--- src/rtl/csr_ctr_pkg.sv ---
package csr_ctr_pkg;
  localparam int ADDR_W  = 12;
  localparam int NUM_CTR = 2;
  localparam int SEL_W   = $clog2(NUM_CTR);
  // address fields the decoder depends on
  localparam int HALF_BIT = 7;
  localparam int CTR_BIT  = 1;

  typedef enum logic [1:0] {
    OP_WRITE = 2'd0,
    OP_SET   = 2'd1,
    OP_CLEAR = 2'd2,
    OP_READ  = 2'd3
  } csr_op_e;

  typedef enum logic [SEL_W-1:0] {
    CTR_CYC = 1'b0,
    CTR_RET = 1'b1
  } ctr_sel_e;

  typedef struct packed {
    logic     hit;
    ctr_sel_e ctr;
    logic     hi;
  } csr_dec_t;
endpackage

--- src/rtl/csr_ctr_dec.sv ---
module csr_ctr_dec
  import csr_ctr_pkg::*;
#(
  parameter int              XLEN      = 32,
  parameter logic [XLEN-1:0] CYC_RMASK = '1,
  parameter logic [XLEN-1:0] CYC_WMASK = '0,
  parameter logic [XLEN-1:0] RET_RMASK = '1,
  parameter logic [XLEN-1:0] RET_WMASK = '0
) (
  input  logic [ADDR_W-1:0] addr,
  output csr_dec_t          dec,
  output logic [XLEN-1:0]   rmask,
  output logic [XLEN-1:0]   wmask
);
  logic is_mach, is_user, slot_ok;

  always_comb begin
    is_mach = (addr[11:8] == 4'hB);
    is_user = (addr[11:8] == 4'hC);
    slot_ok = (addr[6:0] == 7'd0) || (addr[6:0] == 7'd2);
    dec.hit = (is_mach || is_user) && slot_ok;
    dec.ctr = ctr_sel_e'(addr[CTR_BIT]);
    dec.hi  = addr[HALF_BIT];
    rmask   = '0;
    wmask   = '0;
    if (dec.hit) begin
      if (is_mach) begin
        rmask = '1;
        wmask = '1;
      end else if (dec.ctr == CTR_CYC) begin
        rmask = CYC_RMASK;
        wmask = CYC_WMASK;
      end else begin
        rmask = RET_RMASK;
        wmask = RET_WMASK;
      end
    end
  end
endmodule

--- src/rtl/csr_ctr_merge.sv ---
module csr_ctr_merge
  import csr_ctr_pkg::*;
#(
  parameter int XLEN = 32
) (
  input  logic            act,
  input  csr_op_e         op,
  input  logic [XLEN-1:0] cur,
  input  logic [XLEN-1:0] wdata,
  input  logic [XLEN-1:0] wmask,
  output logic            we,
  output logic [XLEN-1:0] nxt
);
  logic [XLEN-1:0] cand;

  always_comb begin
    unique case (op)
      OP_WRITE: cand = wdata;
      OP_SET:   cand = cur | wdata;
      OP_CLEAR: cand = cur & ~wdata;
      default:  cand = cur;
    endcase
    nxt = (cur & ~wmask) | (cand & wmask);
    // a zero mask means the alias drops the access entirely
    we  = act && (op != OP_READ) && (|wmask);
  end
endmodule

--- src/rtl/csr_ctr_cnt.sv ---
module csr_ctr_cnt #(
  parameter int XLEN = 32,
  localparam int CNT_W = 2 * XLEN
) (
  input  logic             clk,
  input  logic             rst,
  input  logic             inc,
  input  logic             wr_lo,
  input  logic             wr_hi,
  input  logic [XLEN-1:0]  wdata,
  output logic [CNT_W-1:0] cnt
);
  always_ff @(posedge clk) begin
    if (rst) begin
      cnt <= '0;
    end else if (wr_lo || wr_hi) begin
      // software update wins over the increment of this cycle
      if (wr_lo) cnt[XLEN-1:0]     <= wdata;
      if (wr_hi) cnt[CNT_W-1:XLEN] <= wdata;
    end else if (inc) begin
      cnt <= cnt + CNT_W'(1);
    end
  end
endmodule

--- src/rtl/csr_ctr_unit.sv ---
module csr_ctr_unit
  import csr_ctr_pkg::*;
#(
  parameter int              XLEN      = 32,
  parameter logic [XLEN-1:0] CYC_RMASK = '1,
  parameter logic [XLEN-1:0] CYC_WMASK = '0,
  parameter logic [XLEN-1:0] RET_RMASK = '1,
  parameter logic [XLEN-1:0] RET_WMASK = '0
) (
  input  logic              clk,
  input  logic              rst,
  input  logic              tick,
  input  logic              retire,
  input  logic              req_valid,
  input  logic [11:0]       req_addr,
  input  logic [1:0]        req_op,
  input  logic [XLEN-1:0]   req_wdata,
  output logic              rsp_valid,
  output logic [XLEN-1:0]   rsp_rdata,
  output logic              rsp_illegal
);
  localparam int CNT_W = 2 * XLEN;

  csr_dec_t                      dec;
  logic [XLEN-1:0]               rmask, wmask, cur, nxt;
  logic                          we;
  logic [SEL_W-1:0]              sel_idx;
  logic [NUM_CTR-1:0]            inc_vec;
  logic [NUM_CTR-1:0][CNT_W-1:0] cnt_all;
  logic [CNT_W-1:0]              cyc_cnt, ret_cnt;

  csr_ctr_dec #(
    .XLEN(XLEN), .CYC_RMASK(CYC_RMASK), .CYC_WMASK(CYC_WMASK),
    .RET_RMASK(RET_RMASK), .RET_WMASK(RET_WMASK)
  ) u_dec (
    .addr(req_addr), .dec(dec), .rmask(rmask), .wmask(wmask)
  );

  assign sel_idx = SEL_W'(dec.ctr);
  assign inc_vec = {retire, tick};

  always_comb begin
    if (dec.hi) cur = cnt_all[sel_idx][CNT_W-1:XLEN];
    else        cur = cnt_all[sel_idx][XLEN-1:0];
  end

  csr_ctr_merge #(.XLEN(XLEN)) u_merge (
    .act(req_valid && dec.hit), .op(csr_op_e'(req_op)), .cur(cur),
    .wdata(req_wdata), .wmask(wmask), .we(we), .nxt(nxt)
  );

  for (genvar g = 0; g < NUM_CTR; g++) begin : g_ctr
    logic mine;
    assign mine = we && (sel_idx == SEL_W'(g));
    csr_ctr_cnt #(.XLEN(XLEN)) u_cnt (
      .clk(clk), .rst(rst), .inc(inc_vec[g]),
      .wr_lo(mine && !dec.hi), .wr_hi(mine && dec.hi),
      .wdata(nxt), .cnt(cnt_all[g])
    );
  end

  assign cyc_cnt = cnt_all[0];
  assign ret_cnt = cnt_all[1];

  always_ff @(posedge clk) begin
    if (rst) begin
      rsp_valid   <= 1'b0;
      rsp_illegal <= 1'b0;
      rsp_rdata   <= '0;
    end else begin
      rsp_valid   <= req_valid;
      rsp_illegal <= req_valid && !dec.hit;
      rsp_rdata   <= (req_valid && dec.hit) ? (cur & rmask) : '0;
    end
  end
endmodule

--- config.mk ---
export PLATFORM = sky130hd
export DESIGN_NAME = csr_ctr_unit
export DESIGN_NICKNAME = d
export VERILOG_FILES = /design/src/rtl/csr_ctr_pkg.sv /design/src/rtl/csr_ctr_dec.sv /design/src/rtl/csr_ctr_merge.sv /design/src/rtl/csr_ctr_cnt.sv /design/src/rtl/csr_ctr_unit.sv
export SDC_FILE = /design/constraint.sdc
export NUM_CORES = 1
export LEC_CHECK = 0
export BUFFER_PORTS_ARGS = -buffer_cell sky130_fd_sc_hd__buf_2
export CAP_MARGIN = 5
export CORE_ASPECT_RATIO = 2
export CORE_MARGIN = 2
export CORE_UTILIZATION = 35
export CTS_BUF_LIST = sky130_fd_sc_hd__clkbuf_8 sky130_fd_sc_hd__clkbuf_16
export CTS_CLUSTER_DIAMETER = 30
export DETAILED_ROUTE_END_ITERATION = 7
export GPL_ROUTABILITY_DRIVEN = 0
export PLACE_DENSITY = 0.55
export SYNTH_ARGS = -nofsm -noshare
export SYNTH_HDL_FRONTEND = slang
export SYNTH_SLANG_ARGS = --single-unit
--- constraint.sdc ---
create_clock -name clk -period 3.9 [get_ports clk]
set_clock_uncertainty 0.15 [all_clocks]
set_input_delay 0.39 -clock clk [delete_from_list [all_inputs] [get_ports clk]]
set_output_delay 0.39 -clock clk [all_outputs]
set_load 0.02 [all_outputs]
==> metrics.md <==
| Metric | Value |
|---|---|
| Post-route cell area | 0.0124 mm^2 |
| RSZ-0062 raised after global routing | false |
| Fraction of registers with async set/reset | 0% |
| Yosys cell types | 70 |
| EDFF count, synth | 0 |
| Clock Path Buffers | 2 |
| Sw Share | 26.0% |
| Mapped Nets | 1,468 |
| Clock latency on the worst-skew pair | 0.46 ns |
| P_sw | 993 uW |
| CTS resizes | 0 |
| Yosys top cell by area | dfxtp_1 |
| Combinational share of power | 7.1% |
| Worst-path clk slew | 0.07 ns |
| Clock sink count | 162 |
| # Max-Cap Violations | 0 |
| Max IR drop VDD | 0.346 mV |
| Max frequency | 0.302 GHz |
| Area of the multi-input gates | 0.00701 mm^2 |
| DIE AREA | 0.0320 mm^2 |
| FF+latch area | 0.00324 mm^2 |
| Initial Util | 35.5% |
| Register area share after synthesis | 30.3% |
| Avg Inst Size Synth | 7.55 um^2 |
| R2R Path Start | g_ctr[0].u_cnt.cnt[0] |
| CTS Hold Bufs | 0 |
| Outcome | finished, final reports clean |
| IO Count | 85 |
| Router iterations before antenna repair | 6 |
| Most instantiated library cell after synthesis | dfxtp_1 |
| Chip width | 128 um |
| Critical Path RT | 4.12 ns |
| Routed Antenna Nets | 0 |
| Count of final setup violators | 0 |
| Root Buffer | clkbuf_16 |
| Final worst setup slack | 0.584 ns |
| Area growth syn-to-layout | 16.4% |
| Core Region | 0.0301 mm^2 |
| Static Leak | 0.00416 uW |
| Top cells by count, synth | dfxtp_1 (162), nand2_1 (152), a21oi_1 (115), nand3_1 (103), o21ai_0 (97) |
| R2R setup slack | 0.58 ns |
| Cells after Synth | 1,415 |
| Die Span Y | 251 um |
| Vias/cell | 6.93 |
| Synth Flop Type | dfxtp_1 |
| Tightest Hold Check Type | input pin to flop |
| Capturing point of the worst reg2reg path | g_ctr[0].u_cnt.cnt[52] |
| Post-DP Area | 0.0118 mm^2 |
| Setup TNS | 0 ns |
| Mapped Area | 0.0107 mm^2 |
| Grt ovf | 0 |
| Fin. max-slew vios | 0 |
| Crit path kind | flop to flop |
| Worst-margin pin slew | 1.09 ns |
| DR WL/cell | 30.2 um |
| Period utilization | 85.0% |
| Synthesis-stage register bit count | 162 |
| TritonCTS Buffers | 17 |
| Iter 0 DRT Violations | 1,922 |
| Internal power | 2820 uW |
| # rows | 90 |
| Global Route Usage Sum | 35.2% |
| CP arrival | 3.54 ns |
| Flop pwr share | 43.8% |
| Hpwl dp | 42,200 um |
| Hold path depth | 2 |
| PortBufs | 84 |
| Setup bufs post-CTS | 0 |
| Worst setup path endpoint | g_ctr[0].u_cnt.cnt[52] |
| Critical path startpoint category | flop |
| Drt drc | 0 |
| Share of the synthesized area in the top cell type | 30.3% |
| Post-place setup slack | 0.606 ns |
| Critical path launch point | g_ctr[0].u_cnt.cnt[0] |
| Slew margin rel. | 26.8% |
| Hold_ws | 0.0275 ns |
| Vias in the first global route | 12,400 |
| Top cells by area, synth | dfxtp_1 (30%), mux4_2 (6.7%), a21oi_1 (5.4%) |
| Ys Warns | 0 |
| Nets | 1,551 |
| Final Hold Viols | 0 |
| CTS HTree Levels | 4 |
| Clock share of power | 49.1% |
| Max FO, Critical Path | 9 |
| CTS tree | yes |
| Antenna violations before repair | 2 |
| Power Density | 307 mW/mm^2 |
| First-pass GRT wire length | 82,100 um |
| Fillers | 3,102 |
| Routed WL | 56,800 um |
| Largest net degree at the start of global routing | 112 |
| Layout cells sized above 1 | 15.9% |
| R2r worst-path depth | 7 |
| Vias | 13,000 |
| CP Capture Type | flop |
| Crit path time final | 3.32 ns |
[cells in the final DEF (no fill, tap or decap), types with 6 or more instances in the layout]
cell type	count
nand3_1	103
buf_2	83
a22oi_1	11
inv_1	28
dfxtp_1	162
and4_1	17
o21ai_0	95
a21oi_1	115
a211oi_1	20
or4_1	11
clkbuf_16	17
mux2i_1	6
o211ai_1	20
nand2_1	152
a2bb2oi_1	12
mux4_2	32
nor2_1	86
and3_1	26
o22ai_1	11
buf_4	70
or3_1	22
and2_1	47
a31oi_1	36
nand4_1	53
nor4_1	35
o32ai_1	8
nand2b_1	6
nor3_1	67
nor2b_1	32
[per-stage QoR]
stage,util [%],std cells,total power [uW]
3_5_place_dp,39.3,1847,1970
3_3_place_gp,39.3,1847,1970
5_1_grt,41.4,1880,3880
4_1_cts,41.4,1879,3800
6_report,41.4,1880,3810
2_1_floorplan,-,1415,1830
[routing by layer]
layer / up-vias / GRT usage (%) / part of all wire [%]
met1: 6106 / 36.6 / 32
met4: 2 / 30.0 / 11
li1: 5592 / - / -
met5: - / 0 / 0.023
met3: 353 / 7.49 / 9.0
met2: 983 / 59.4 / 49
[state kept, by name (all words and copies together) (netlist names)]
signal           count
g_ctr.u_cnt.cnt    128
rsp_illegal          1
rsp_rdata           32
rsp_valid            1
[power groups by stage]
stage | registers, uW | clock network (uW) | logic (uW)
2_1_floorplan | 1710 | 0 | 128
3_3_place_gp | 1710 | 0 | 258
3_5_place_dp | 1710 | 0 | 258
4_1_cts | 1670 | 1870 | 258
5_1_grt | 1670 | 1930 | 278
6_report | 1670 | 1870 | 270
[worst min path at each step]
stage,start,slack (ns),endpoint
floorplan,g_ctr[1].u_cnt.cnt[62],0.32,g_ctr[1].u_cnt.cnt[62]
global placement,g_ctr[0].u_cnt.cnt[61],0.35,g_ctr[0].u_cnt.cnt[61]
detailed placement,g_ctr[0].u_cnt.cnt[18],0.36,g_ctr[0].u_cnt.cnt[18]
CTS,req_addr[11],0.01,rsp_illegal
global route,req_addr[11],0.03,rsp_illegal
finish,req_addr[11],0.03,rsp_illegal
[final cells by class]
cell class                      count  share of cell area [%]
Timing Repair Buffer              155                    7.89
Clock buffer                       21                    3.86
Tap cell                          368                    3.70
Inverter                           28                   0.845
Sequential cell                   162                    26.1
Clock inverter                     11                    1.22
Multi-Input combinational cell   1134                    56.4
Antenna cell                        1                  0.0201
[worst max-delay path, stage by stage (launching register included)]
cell     delay [ns]
dfxtp_1        0.43
ha_1           0.24
nand3_1        0.17
or4_4          0.65
or4_1          0.55
or4_4          0.53
or3_1          0.32
a31oi_1        0.18
[cell families after synthesis]
family                   synth area share, %
AND/OR/NAND/NOR                         33.8
AO/OA/AOI/OAI                           23.8
flip-flops                              30.3
buffers and inverters                   4.27
multiplexers                            7.52
adder cells (fa/ha/maj)                0.234
No activity file was read; power rests on OpenSTA's default activity.
